==> src/rtl/xint_pkg.sv <==
// Package: register offsets and helpers shared by the interrupt controller.
// Assumes a word-addressed map decoded from byte offset bits [5:2].
package xint_pkg;
    localparam int REG_AW = 6;
    localparam int DATA_W = 32;
    localparam int WORD_W = REG_AW - 2;

    // Word indices of the register map (byte offset / 4).
    localparam logic [WORD_W-1:0] W_SET   = 4'd0;  // 0x00 mask set
    localparam logic [WORD_W-1:0] W_UNSET = 4'd1;  // 0x04 mask clear
    localparam logic [WORD_W-1:0] W_MASK  = 4'd2;  // 0x08 mask view
    localparam logic [WORD_W-1:0] W_PEND  = 4'd3;  // 0x0C pending status
    localparam logic [WORD_W-1:0] W_ACK   = 4'd4;  // 0x10 pending clear
    localparam logic [WORD_W-1:0] W_SENSE = 4'd5;  // 0x14 mode
    localparam logic [WORD_W-1:0] W_EDGE  = 4'd6;  // 0x18 edge polarity
    localparam logic [WORD_W-1:0] W_LVL   = 4'd7;  // 0x1C level polarity
    localparam logic [WORD_W-1:0] W_NMI   = 4'd9;  // 0x24 nmi control
endpackage

==> src/rtl/xint_sync.sv <==
// Module: two-flop synchroniser per line plus a third flop holding the
// previous synchronised sample for edge detection.
// Assumes inputs are asynchronous and wider than one clock when pulsed.
module xint_sync #(
    parameter int LINES = 16
) (
    input  logic             clk,
    input  logic             rst_n,
    input  logic [LINES-1:0] async_in,
    output logic [LINES-1:0] smp_now,
    output logic [LINES-1:0] smp_prev
);
    for (genvar g = 0; g < LINES; g++) begin : g_line
        logic meta_q, stab_q, prev_q;
        // Capture, stabilise and delay one input line.
        always_ff @(posedge clk) begin
            if (!rst_n) begin
                meta_q <= 1'b0;
                stab_q <= 1'b0;
                prev_q <= 1'b0;
            end else begin
                meta_q <= async_in[g];
                stab_q <= meta_q;
                prev_q <= stab_q;
            end
        end
        assign smp_now[g]  = stab_q;
        assign smp_prev[g] = prev_q;
    end
endmodule

==> src/rtl/xint_detect.sv <==
// Module: per-line event detection and sticky pending status.
// Assumes sense=1 edge / 0 level, edge_pol=1 rising, lvl_pol=1 high.
module xint_detect #(
    parameter int LINES = 16
) (
    input  logic             clk,
    input  logic             rst_n,
    input  logic [LINES-1:0] smp_now,
    input  logic [LINES-1:0] smp_prev,
    input  logic [LINES-1:0] sense,
    input  logic [LINES-1:0] edge_pol,
    input  logic [LINES-1:0] lvl_pol,
    input  logic [LINES-1:0] ack_bits,
    output logic [LINES-1:0] pending
);
    logic [LINES-1:0] hit;

    for (genvar g = 0; g < LINES; g++) begin : g_det
        logic rise, fall;
        assign rise = smp_now[g] & ~smp_prev[g];
        assign fall = ~smp_now[g] & smp_prev[g];
        // Choose the event for this line from its sense and polarity.
        always_comb begin
            if (sense[g]) hit[g] = edge_pol[g] ? rise : fall;
            else          hit[g] = (smp_now[g] == lvl_pol[g]);
        end
    end

    // Clear acknowledged bits, then set newly detected ones (set wins).
    always_ff @(posedge clk) begin
        if (!rst_n) pending <= '0;
        else        pending <= (pending & ~ack_bits) | hit;
    end

    AST_HIT_SETS: assert property (@(posedge clk) disable iff (!rst_n)
        (|hit) |=> ((pending & $past(hit)) == $past(hit)));
    AST_ACK_CLEARS: assert property (@(posedge clk) disable iff (!rst_n)
        (|(ack_bits & ~hit)) |=> ((pending & $past(ack_bits & ~hit)) == '0));
    AST_NO_SPURIOUS: assert property (@(posedge clk) disable iff (!rst_n)
        (|(~hit)) |=> ((pending & ~$past(pending) & ~$past(hit)) == '0));
endmodule

==> src/rtl/xint_regs.sv <==
// Module: register file holding mask, sense configuration and nmi control,
// with write decode and the combinational read mux.
// Assumes one write per cycle; reads have no side effects.
module xint_regs
    import xint_pkg::*;
#(
    parameter int LINES = 16
) (
    input  logic              clk,
    input  logic              rst_n,
    input  logic              we,
    input  logic [REG_AW-1:0] addr,
    input  logic [DATA_W-1:0] wdata,
    input  logic [LINES-1:0]  pending,
    output logic [DATA_W-1:0] rdata,
    output logic [LINES-1:0]  mask,
    output logic [LINES-1:0]  sense,
    output logic [LINES-1:0]  edge_pol,
    output logic [LINES-1:0]  lvl_pol,
    output logic [LINES-1:0]  ack_bits,
    output logic              nmi_en
);
    logic [WORD_W-1:0] word;
    logic [LINES-1:0]  wbits;

    assign word  = addr[REG_AW-1:2];
    assign wbits = wdata[LINES-1:0];

    // Widen a per-line vector to the data width with zero upper bits.
    function automatic logic [DATA_W-1:0] widen(input logic [LINES-1:0] v);
        logic [DATA_W-1:0] r;
        r = '0;
        r[LINES-1:0] = v;
        return r;
    endfunction

    // Pending-clear strobe for the detector in the cycle of the write.
    always_comb begin
        ack_bits = (we && word == W_ACK) ? wbits : '0;
    end

    // Mask update through its set-only and clear-only ports.
    always_ff @(posedge clk) begin
        if (!rst_n) mask <= '0;
        else if (we && word == W_SET)   mask <= mask | wbits;
        else if (we && word == W_UNSET) mask <= mask & ~wbits;
    end

    // Sense configuration registers, implemented bits only.
    always_ff @(posedge clk) begin
        if (!rst_n) begin
            sense    <= '0;
            edge_pol <= '0;
            lvl_pol  <= '0;
        end else if (we) begin
            if (word == W_SENSE) sense    <= wbits;
            if (word == W_EDGE)  edge_pol <= wbits;
            if (word == W_LVL)   lvl_pol  <= wbits;
        end
    end

    // Non-maskable enable bit.
    always_ff @(posedge clk) begin
        if (!rst_n)                  nmi_en <= 1'b0;
        else if (we && word == W_NMI) nmi_en <= wdata[0];
    end

    // Read mux; unmapped words and write-only ports return zero.
    always_comb begin
        unique case (word)
            W_MASK:  rdata = widen(mask);
            W_PEND:  rdata = widen(pending);
            W_SENSE: rdata = widen(sense);
            W_EDGE:  rdata = widen(edge_pol);
            W_LVL:   rdata = widen(lvl_pol);
            W_NMI:   rdata = {{(DATA_W-1){1'b0}}, nmi_en};
            default: rdata = '0;
        endcase
    end

    AST_MASK_SET: assert property (@(posedge clk) disable iff (!rst_n)
        (we && word == W_SET) |=> ((mask & $past(wbits)) == $past(wbits)));
    AST_MASK_UNSET: assert property (@(posedge clk) disable iff (!rst_n)
        (we && word == W_UNSET) |=> ((mask & $past(wbits)) == '0));
    AST_MASK_HOLD: assert property (@(posedge clk) disable iff (!rst_n)
        !(we && (word == W_SET || word == W_UNSET)) |=> $stable(mask));
endmodule

==> src/rtl/xint_ctrl.sv <==
// Module: top of the external interrupt line controller.
// Assumes NUM_LINES in 1..32; ext_in is asynchronous to clk.
module xint_ctrl
    import xint_pkg::*;
#(
    parameter int NUM_LINES = 16
) (
    input  logic                 clk,
    input  logic                 rst_n,
    input  logic                 bus_we,
    input  logic [5:0]           bus_addr,
    input  logic [31:0]          bus_wdata,
    output logic [31:0]          bus_rdata,
    input  logic [NUM_LINES-1:0] ext_in,
    output logic                 irq_out,
    output logic                 nmi_enable
);
    logic [NUM_LINES-1:0] smp_now, smp_prev, pending, mask;
    logic [NUM_LINES-1:0] sense, edge_pol, lvl_pol, ack_bits;

    xint_sync #(.LINES(NUM_LINES)) u_sync (
        .clk(clk), .rst_n(rst_n), .async_in(ext_in),
        .smp_now(smp_now), .smp_prev(smp_prev)
    );

    xint_detect #(.LINES(NUM_LINES)) u_detect (
        .clk(clk), .rst_n(rst_n), .smp_now(smp_now), .smp_prev(smp_prev),
        .sense(sense), .edge_pol(edge_pol), .lvl_pol(lvl_pol),
        .ack_bits(ack_bits), .pending(pending)
    );

    xint_regs #(.LINES(NUM_LINES)) u_regs (
        .clk(clk), .rst_n(rst_n), .we(bus_we), .addr(bus_addr),
        .wdata(bus_wdata), .pending(pending), .rdata(bus_rdata),
        .mask(mask), .sense(sense), .edge_pol(edge_pol), .lvl_pol(lvl_pol),
        .ack_bits(ack_bits), .nmi_en(nmi_enable)
    );

    // Merge enabled pending lines into the single request.
    assign irq_out = |(pending & mask);

    AST_IRQ_NEEDS_PEND: assert property (@(posedge clk) disable iff (!rst_n)
        irq_out |-> (|pending && |mask));
    AST_UPPER_ZERO: assert property (@(posedge clk) disable iff (!rst_n)
        (bus_addr[5:2] == W_SENSE && NUM_LINES < 32) |-> ((bus_rdata >> NUM_LINES) == 32'd0));
    AST_RESET_QUIET: assert property (@(posedge clk) disable iff (!rst_n)
        $rose(rst_n) |-> (!irq_out && !nmi_enable));
endmodule

==> config.mk <==
export PLATFORM = sky130hd
export DESIGN_NAME = xint_ctrl
export DESIGN_NICKNAME = d
export VERILOG_FILES = /design/src/rtl/xint_pkg.sv /design/src/rtl/xint_sync.sv /design/src/rtl/xint_detect.sv /design/src/rtl/xint_regs.sv /design/src/rtl/xint_ctrl.sv
export SDC_FILE = /design/constraint.sdc
export NUM_CORES = 1
export LEC_CHECK = 0
export ABC_CLOCK_PERIOD_IN_PS = 1550
export BUFFER_PORTS_ARGS = -buffer_cell sky130_fd_sc_hd__clkbuf_2
export CAP_MARGIN = 10
export CORE_AREA = 2 2 123 125
export CTS_BUF_LIST = sky130_fd_sc_hd__clkbuf_4 sky130_fd_sc_hd__clkbuf_8
export CTS_CLUSTER_SIZE = 30
export DETAILED_ROUTE_END_ITERATION = 10
export DIE_AREA = 0 0 125 127
export GPL_ROUTABILITY_DRIVEN = 0
export HOLD_SLACK_MARGIN = 0.15
export PLACE_DENSITY = 0.6
export REMOVE_ABC_BUFFERS = 1
export SLEW_MARGIN = 20
export SYNTH_ARGS = -nofsm -noshare
export SYNTH_HDL_FRONTEND = slang
export SYNTH_SLANG_ARGS = --single-unit
==> constraint.sdc <==
create_clock -name clk -period 1.55 [get_ports clk]
set_input_delay 0.155 -clock clk [delete_from_list [all_inputs] [get_ports clk]]
set_output_delay 0.155 -clock clk [all_outputs]
set_load 0.05 [all_outputs]
# Word level (Yosys, flattened, before mapping)
# Cells that the tools add are included.
# W data, S select, Z words.
[word_totals] output_inout_bits=34 ff_bits=129
[classes] n_bitwise=71 n_mux=36 reduce_logical=10 n_eq_ne=24
[ops] op="$pmux W16 S6" n=1
[ops] op="$and A16 B16 Y16" n=3
[ops] op="$mux W16" n=3
[ops] op="$and A1 B1 Y1" n=32
[ops] op="$mux W1" n=32
[ops] op="$not A1 Y1" n=32
[ops] op="$not A16 Y16" n=2
[ops] op="$or A16 B16 Y16" n=2
[ops] op="$eq A1 B1 Y1" n=16
[ops] op="$eq A4 B3 Y1 const B" n=4
[ops] op="$reduce_or A16 Y1" n=1
[ops] op="$eq A4 B2 Y1 const B" n=2
[ops] op="$reduce_and A2 Y1" n=3
[ops] op="$eq A4 B1 Y1 const B" n=1
[ops] op="$eq A4 B4 Y1 const B" n=1
[ops] op="$logic_and A1 B1 Y1" n=4
[ops] op="$logic_not A4 Y1" n=1
[ops] op="$reduce_bool A2 Y1" n=1

# Depth between registers and ports, before layout
# Gate-level depths: netlist of the first run.
[depth] word_depth=6 mapped_depth=7 ltp_nobuf=3

# Hierarchy
# Synthesis of the first run repeated with hierarchy kept, for this count alone.
[unflattened] hier_cells=686 hier_area_um2=6373.6
[modules_own_cells] mod="xint_regs" area_each_um2=3570.9 cells_each=414 seq_area_each_um2=1301.2 n_inst=1
[modules_own_cells] mod="xint_sync" area_each_um2=1571.5 cells_each=133 seq_area_each_um2=960.9 n_inst=1
[modules_own_cells] mod="xint_detect" area_each_um2=1129.8 cells_each=130 seq_area_each_um2=320.3 n_inst=1
[modules_own_cells] mod="xint_ctrl" area_each_um2=101.3 cells_each=9 seq_area_each_um2=0.0 n_inst=1

# Least setup slack after synthesis of the first run
# No wires, ideal clock.
[synth_timing] path_kind="input to output" start="in bus_addr[4]" end="out bus_rdata[0]" arrival_time_ns=1.468 slack_ns=-0.073 stages=6 cell_sequence="buf_4 nor4bb_1 clkbuf_1 buf_2 a22oi_1 nand3_1"
[synth_between] elab_chain_cells=2 word_cells_on_any_way=7 cone_classes="eq/ne: 6; mux: 1"
[synth_lines] item="start: declaration" line="xint_ctrl.sv:11" text="input logic [5:0] bus_addr,"
[synth_lines] item="$eq A4 B4 Y1 (tied with other cells)" line="xint_regs.sv:70" text="unique case (word)"
[synth_lines] item="$pmux W16 S6 *" line="xint_regs.sv:70"
[synth_lines] item="end: declaration" line="xint_ctrl.sv:13" text="output logic [31:0] bus_rdata,"
# Every way passes the cells marked *; elsewhere a longest branch is shown, timed or not.

==> out/results.md, run 1 <==
| Result | This run |
|:---|:---|
| Violated checks | setup timing |
| Starting density of the core | 39.56% |
| Vias per Instance | 5.697 |
| Arrival time reported for the critical path endpoint | 1.70 ns |
| Largest area contributor in the netlist | sky130_fd_sc_hd__dfxtp_1 |
| Core Area | 14,420 um2 |
| Static Leak | 0.002982 uW |
| Worst r2r src | u_sync.g_line[4].stab_q$_SDFF_PN0_ |
| Worst flop-to-flop path endpoint | u_detect.pending[4]$_SDFF_PN0_ |
| Grt met1 use | 25.03% |
| Post-placement cell count | 844 |
| CTS HTree Levels | 4 |
| Clock insertion delay at the later pin of the skew report | 0.44 ns |
| Worst Hold Launch | rst_n |
| Number of unique standard cell types used by synthesis | 35 |
| Final cell count without fillers | 919 |
| Aggregate negative setup slack | -0.7965 ns |
| Met2 demand-to-capacity share in global routing | 34.75% |
| Leading cell type by number of instances after synthesis | sky130_fd_sc_hd__dfxtp_1 |
| Count of endpoints failing hold in the final timing report | 0 |
| Length in cells of the worst reg-to-reg path | 3 |
| Layout filler cell count | 1,337 |
| Worst setup SP type | flip-flop |
| Crit path setup slack, layout | -0.3000 ns |
| Port Buffer Count | 56 |
| Worst-case clock buffer depth | 2 |
| Worst ir drop on vdd | 0.0006188 V |
| Reg-to-reg setup timing slack | 0.43 ns |
| Unrepaired setup endpoints after global routing | true |
| Mean area per synthesized cell | 9.202 um2 |
| End point of the worst hold path | u_detect.pending[14]$_SDFF_PN0_ |
| Proportion of register bits with asynchronous set or reset after synthesis | 0% |
| Class of the most critical hold timing path | in2reg |
| Sequential element share of the synthesized area | 45.26% |
| Horizontal die dimension | 125 um |
| Mapped cell area | 5705 um2 |
| Critical Path Sink Type | primary output |
| Number of antenna repair diodes | 0 |
| Top cell types by occurrence after synthesis | sky130_fd_sc_hd__dfxtp_1 (129), sky130_fd_sc_hd__a21oi_1 (65), sky130_fd_sc_hd__nand3_1 (52) |
| Global-route wire length before repair | 25,940 um |
| Rows | 44 |
| TritonCTS clock tree | yes |
| Setup Skew | 0.006804 ns |
| Worst setup path class | reg2out |
| Pin count of the biggest net entering global routing | 67 |
| Number of violations reported at the end of detailed-routing iteration 0 | 479 |
| Final Slew Violations | 0 |
| Die footprint | 15,880 um2 |
| Run status | finished with violations |
| Total clock sinks | 129 |
| Share of the cycle needed by the critical path after routing | 119.4% |
| DP Wirelength | 10,150 um |
| TritonCTS buffer count | 17 |
| Syn Inst Count | 620 |
| Router iterations before antenna repair | 5 |
| Layer with the highest usage | met2 |
| Cell depth of the worst min-delay path | 3 |
| Vias after detailed routing | 5,236 |
| Share of post-route cells with drive strength above 1 | 23.13% |
| Final layout net count | 781 |
| Initial antenna violation count | 0 |
| Met3 GRT Util | 5.402% |
| Post-synth EDFFs | 0 |
| Count of endpoints failing setup in the final report | 14 |
| Number of top-level design ports | 91 |
| Wire length per cell | 17.88 um |
| Sum of routed wire length over all layers | 16,430 um |
| Peak fanout along the critical path | 2 |
| Clock-pin transition on the worst setup and hold timing paths | 0.07 ns |
| Height of the die | 127 um |
| Portion of synthesized cell area occupied by the leading cell type | 45.26% |
| Biggest area contributors in the synthesized netlist | sky130_fd_sc_hd__dfxtp_1 (45%), sky130_fd_sc_hd__a21oi_1 (5.7%), sky130_fd_sc_hd__and2_1 (5.4%) |
| Area added between synthesis and finish | 31.23% |
| Yosys synthesis warning count | 0 |
| Buffer type at the clock tree root | sky130_fd_sc_hd__clkbuf_8 |
| Via count of the first global-routing pass | 5,031 |
| Number of synthesized register bits | 129 |
| Upper clock frequency limit | 540.5 MHz |
| Maxcap violations | 0 |
| Pwr dens | 955.8 nW/um2 |
| Data required time at the worst endpoint | 1.39 ns |
| Global-route total usage across every layer | 20.43% |
| Final global-route overflow total | 0 |
| Dominant register cell in the synthesized netlist | sky130_fd_sc_hd__dfxtp_1 |
| DRC Markers | 0 |
| Remaining antenna violation count after routing | 0 |
| Post-layout min period | 1.850 ns |
-- cells by family after synthesis --
| logic type | synth area share, % |
|---|---|
| other | 0.06573 |
| AO/OA/AOI/OAI | 23.46 |
| AND/OR/NAND/NOR | 20.70 |
| XOR/XNOR | 2.456 |
| flip-flops | 45.26 |
| buffers and inverters | 8.048 |
-- metal layers --
metal	vias up	share of wire [%]
li1	2486	-
met1	2506	42
met2	217	49
met3	27	6.4
met4	0	2.2
met5	-	0
-- critical path, cell delays in order (launching register included) --
cell and delay, ns:
sky130_fd_sc_hd__dfxtp_2 0.33, sky130_fd_sc_hd__a22o_1 0.26, sky130_fd_sc_hd__a221oi_2 0.24, sky130_fd_sc_hd__nand4_1 0.20
sky130_fd_sc_hd__clkbuf_8 0.23
-- cells in the final DEF, fill, tap and decap left out, drive strengths merged, types with 17 or more instances in the layout --
cell         count
nand3           52
a21oi           65
dfxtp          129
dlygate4sd3     35
buf             67
clkbuf          61
o21ai           51
and2            49
and4b           17
a22oi           20
nor4bb          19
-- per-stage QoR --
stage / setup slack [ns] / utilization, % / cell area (um2) / power, uW / hold slack, ns
3_5_place_dp: -0.03185 / 45.27 / 6530 / 4318 / 0.3642
6_report: -0.3000 / 51.91 / 7487 / 7156 / 0.2285
2_1_floorplan: -0.7469 / - / 5366 / 3930 / 0.2647
3_3_place_gp: 0.002164 / 45.27 / 6530 / 4299 / 0.3613
5_1_grt: -0.3747 / 51.91 / 7487 / 7443 / 0.2387
4_1_cts: -0.2929 / 51.16 / 7380 / 7186 / 0.1633
-- timing repair --
item,4_1_cts,5_1_grt
resized for setup,30,19
pin swaps,31,8
setup endpoints to repair,15,18
hold buffers,34,1
setup buffers,4,3
hold endpoints to repair,83,5
cloned,1,2
-- area by class of cell --
class                      instances  area [um2]  area share (%)
clock buffer                      23       291.5           3.894
timing repair buffer             140        1394           18.62
clock inverter                     7       85.08           1.136
multi-input combinational        419        2818           37.63
inverter                          17       63.81          0.8523
sequential                       129        2605           34.79
tap                              184       230.2           3.075
-- worst max path at each step --
stage,slack [ns],cells after the start,to,startpoint
finish,-0.30,4,irq_out,flip-flop
global route,-0.37,4,irq_out,u_detect.pending[13]$_SDFF_PN0_
CTS,-0.29,4,irq_out,flip-flop
detailed placement,-0.03,6,bus_rdata[4],bus_addr[2]
global placement,0.002,6,bus_rdata[8],bus_addr[5]
floorplan,-0.75,3,bus_rdata[0],bus_addr[2]
-- power breakdown --
| group | switching [uW] | internal (uW) |
|---|---|---|
| sequential | 81.5 | 3420 |
| combinational | 503 | 360 |
| clock | 1240 | 1550 |
Power figures use the tool's default switching activity.
==> run 2: changes to the inputs <==
Settings changed: ABC_AREA from default to 1, CORE_AREA 2 2 123 125 to 2 2 125 127, DIE_AREA 0 0 125 127 to 0 0 127 129.
==> run 2 against run 1 <==
The flow still finishes with violations (setup timing); fmax up 9.0%; clock skew down 0.0012 ns; cell area grew 3.6%; synthesized cell count is 41% higher; sequential share of layout area is 1.2 points lower; total power rose by 1.8%; first-iteration DRC count shrank 35%; critical path depth grew 1; clock power rose by 3%; global-route usage fell by 1.0 points; largest cell class unchanged; highest routed layer unchanged.
==> out/results.md, run 2 <==
| Result | This run |
|:---|:---|
| Commonest cells after routing, fill and taps aside | sky130_fd_sc_hd__nand2_1 (225), sky130_fd_sc_hd__inv_1 (125), sky130_fd_sc_hd__dfxtp_1 (109) |
| Final Slew Violations | 0 |
| Class of the most critical hold timing path | in2reg |
| Die footprint | 16,380 um2 |
| Maxcap violations | 0 |
| Clock insertion delay at the later pin of the skew report | 0.44 ns |
| Final global-route overflow total | 0 |
| Switching part of the total power | 25.80% |
| Count of endpoints failing hold in the final timing report | 0 |
| Number of synthesized register bits | 129 |
| Pin count of the biggest net entering global routing | 57 |
| Post-synth EDFFs | 0 |
| Part of the total power dissipated in combinational logic | 12.2% |
| Pwr dens | 938.6 nW/um2 |
| Sequential fraction of design power | 48.3% |
| Arrival time reported for the critical path endpoint | 1.54 ns |
| Worst setup SP type | flip-flop |
| Starting density of the core | 39.23% |
| Footprint of the multi-input gates | 2674 um2 |
| Aggregate negative setup slack | -0.1470 ns |
| Global-route wire length before repair | 25,070 um |
| Run status | finished with violations |
| Sum of routed wire length over all layers | 15,260 um |
| Area added between synthesis and finish | 32.05% |
| Port Buffer Count | 56 |
| Dominant register cell in the synthesized netlist | sky130_fd_sc_hd__dfxtp_1 |
| Static Leak | 0.003670 uW |
| Post-placement cell count | 1,120 |
| Height of the die | 129 um |
| Design internal power | 5403 uW |
| Final cell count without fillers | 1,202 |
| Slew at the pin closest to its max-slew limit | 0.5171 ns |
| Mapped cell area | 5876 um2 |
| Layout filler cell count | 1,450 |
| Top cell types by occurrence after synthesis | sky130_fd_sc_hd__nand2_1 (235), sky130_fd_sc_hd__inv_1 (132), sky130_fd_sc_hd__dfxtp_1 (129) |
| Sequential element share of the synthesized area | 43.95% |
| Clock-pin transition on the worst setup and hold timing paths | 0.07 ns |
| Worst r2r src | u_regs.nmi_en$_SDFFE_PN0P_ |
| Data required time at the worst endpoint | 1.39 ns |
| Via count of the first global-routing pass | 5,164 |
| Worst-case clock buffer depth | 2 |
| DRC Markers | 0 |
| Rows | 45 |
| Share of post-route cells with drive strength above 1 | 18.74% |
| TritonCTS clock tree | yes |
| Upper clock frequency limit | 589.3 MHz |
| Remaining antenna violation count after routing | 0 |
| Final layout net count | 1,061 |
| Number of top-level design ports | 91 |
| Worst flop-to-flop path endpoint | u_regs.nmi_en$_SDFFE_PN0P_ |
| Buffer type at the clock tree root | sky130_fd_sc_hd__clkbuf_8 |
| Share of power burned in the clock network | 39.5% |
| Critical Path Sink Type | primary output |
| Horizontal die dimension | 127 um |
| Cell depth of the worst min-delay path | 5 |
| Mean area per synthesized cell | 6.723 um2 |
| Relative slew slack | 65.49% |
| Reg-to-reg setup timing slack | 0.26 ns |
| Number of antenna repair diodes | 0 |
| TritonCTS buffer count | 17 |
| Peak fanout along the critical path | 3 |
| Worst setup path class | reg2out |
| Violated checks | setup timing |
| Syn Inst Count | 874 |
| Yosys synthesis warning count | 0 |
| Count of endpoints failing setup in the final report | 1 |
| Router iterations before antenna repair | 5 |
| Core Area | 14,980 um2 |
| Number of unique standard cell types used by synthesis | 26 |
| CTS HTree Levels | 4 |
| Biggest area contributors in the synthesized netlist | sky130_fd_sc_hd__dfxtp_1 (44%), sky130_fd_sc_hd__nand2_1 (15%), sky130_fd_sc_hd__inv_1 (8.4%) |
| Unrepaired setup endpoints after global routing | true |
| Largest area contributor in the netlist | sky130_fd_sc_hd__dfxtp_1 |
| Storage element area | 2608 um2 |
| Worst Hold Launch | bus_addr[2] |
| Proportion of register bits with asynchronous set or reset after synthesis | 0% |
| Share of the cycle needed by the critical path after routing | 109.5% |
| Post-layout min period | 1.697 ns |
| Switching power summed over all nets | 1879 uW |
| Number of violations reported at the end of detailed-routing iteration 0 | 310 |
| Leading cell type by number of instances after synthesis | sky130_fd_sc_hd__nand2_1 |
| Length in cells of the worst reg-to-reg path | 6 |
| DP Wirelength | 10,170 um |
| Most common cell after layout, fill and taps aside | sky130_fd_sc_hd__nand2_1 |
| Vias after detailed routing | 5,634 |
| Crit path setup slack, layout | -0.1470 ns |
| Vias per Instance | 4.687 |
| Global-route total usage across every layer | 19.39% |
| Worst ir drop on vdd | 0.0004603 V |
| Initial antenna violation count | 0 |
| Portion of synthesized cell area occupied by the leading cell type | 43.95% |
| Total clock sinks | 129 |
| Wire length per cell | 12.69 um |
| Setup Skew | 0.005558 ns |
==> run 2: changes by cell type after synthesis, sizes merged, moves of 20 or more <==
cell,previous run,this run
o21ai,51,72
a21oi,65,93
nand2,16,239
a22oi,20,0
and2,49,0
inv,17,134
nor2,16,90
==> run 2: cells by family after synthesis <==
family / after synthesis / share of synthesized area [%]
simple gates: 392 / 28.05
buf+inv: 182 / 13.35
other cells: 1 / 0.06382
flops: 129 / 43.95
compound gates: 170 / 14.59
==> run 2: critical path, stage by stage, from the launching register on <==
cell	delay, ns
sky130_fd_sc_hd__dfxtp_2	0.33
sky130_fd_sc_hd__nand2_1	0.07
sky130_fd_sc_hd__nand4_1	0.18
sky130_fd_sc_hd__nor3_2	0.20
sky130_fd_sc_hd__nand3_2	0.14
sky130_fd_sc_hd__buf_8	0.18
==> run 2: worst max path at each step <==
stage	end	slack, ns	start	cells past startpoint
floorplan	bus_rdata[12]	-0.81	bus_addr[4]	3
global placement	bus_rdata[13]	-0.05	bus_addr[2]	7
detailed placement	bus_rdata[13]	-0.05	bus_addr[5]	10
CTS	irq_out	-0.17	u_detect.pending[1]$_SDFF_PN0_	5
global route	irq_out	-0.25	u_detect.pending[14]$_SDFF_PN0_	5
finish	irq_out	-0.15	u_detect.pending[14]$_SDFF_PN0_	5
==> run 2: area by class of cell <==
type | instances | share of cell area, %
Multi-Input combinational cell | 578 | 34.46
Tap cell | 188 | 3.032
Clock inverter | 6 | 1.032
Sequential cell | 129 | 33.61
Inverter | 134 | 6.483
Clock buffer | 23 | 3.999
Timing Repair Buffer | 144 | 17.38
==> run 2: metal layers <==
| metal | routed length, um | vias up | track usage, % | part of all wire, % |
|---|---|---|---|---|
| li1 | - | 2970 | - | - |
| met1 | 7405 | 2507 | 25.68 | 49 |
| met2 | 6830 | 137 | 30.87 | 45 |
| met3 | 758 | 20 | 4.657 | 5.0 |
| met4 | 260 | 0 | 7.304 | 1.7 |
| met5 | 0 | - | 0 | 0 |
==> run 2: per-stage QoR <==
step	total power [uW]	cell area (um2)	worst slack, ns	hold WS, ns	util (%)
2_1_floorplan	4001	5650	-0.8100	0.2485	-
3_3_place_gp	4341	6696	-0.04697	0.3369	44.71
3_5_place_dp	4350	6696	-0.05384	0.3389	44.71
4_1_cts	7320	7612	-0.1679	0.1893	50.83
5_1_grt	7601	7759	-0.2462	0.2310	51.80
6_report	7282	7759	-0.1470	0.2326	51.80
==> run 2: power groups by stage <==
stage	Sequential (uW)	Clock (uW)	Combinational, uW
floorplan	3570	0	431
global placement	3580	0	756
detailed placement	3590	0	763
CTS	3510	2950	858
global route	3530	3090	975
finish	3520	2880	885
==> run 2: what timing repair did <==
action	4_1_cts	5_1_grt
pin swaps	9	11
hold endpoints to repair	101	0
endpoints found under the setup margin	9	17
resized for setup	22	49
hold buffers	47	0
buffers inserted	3	3
gates cloned	0	0
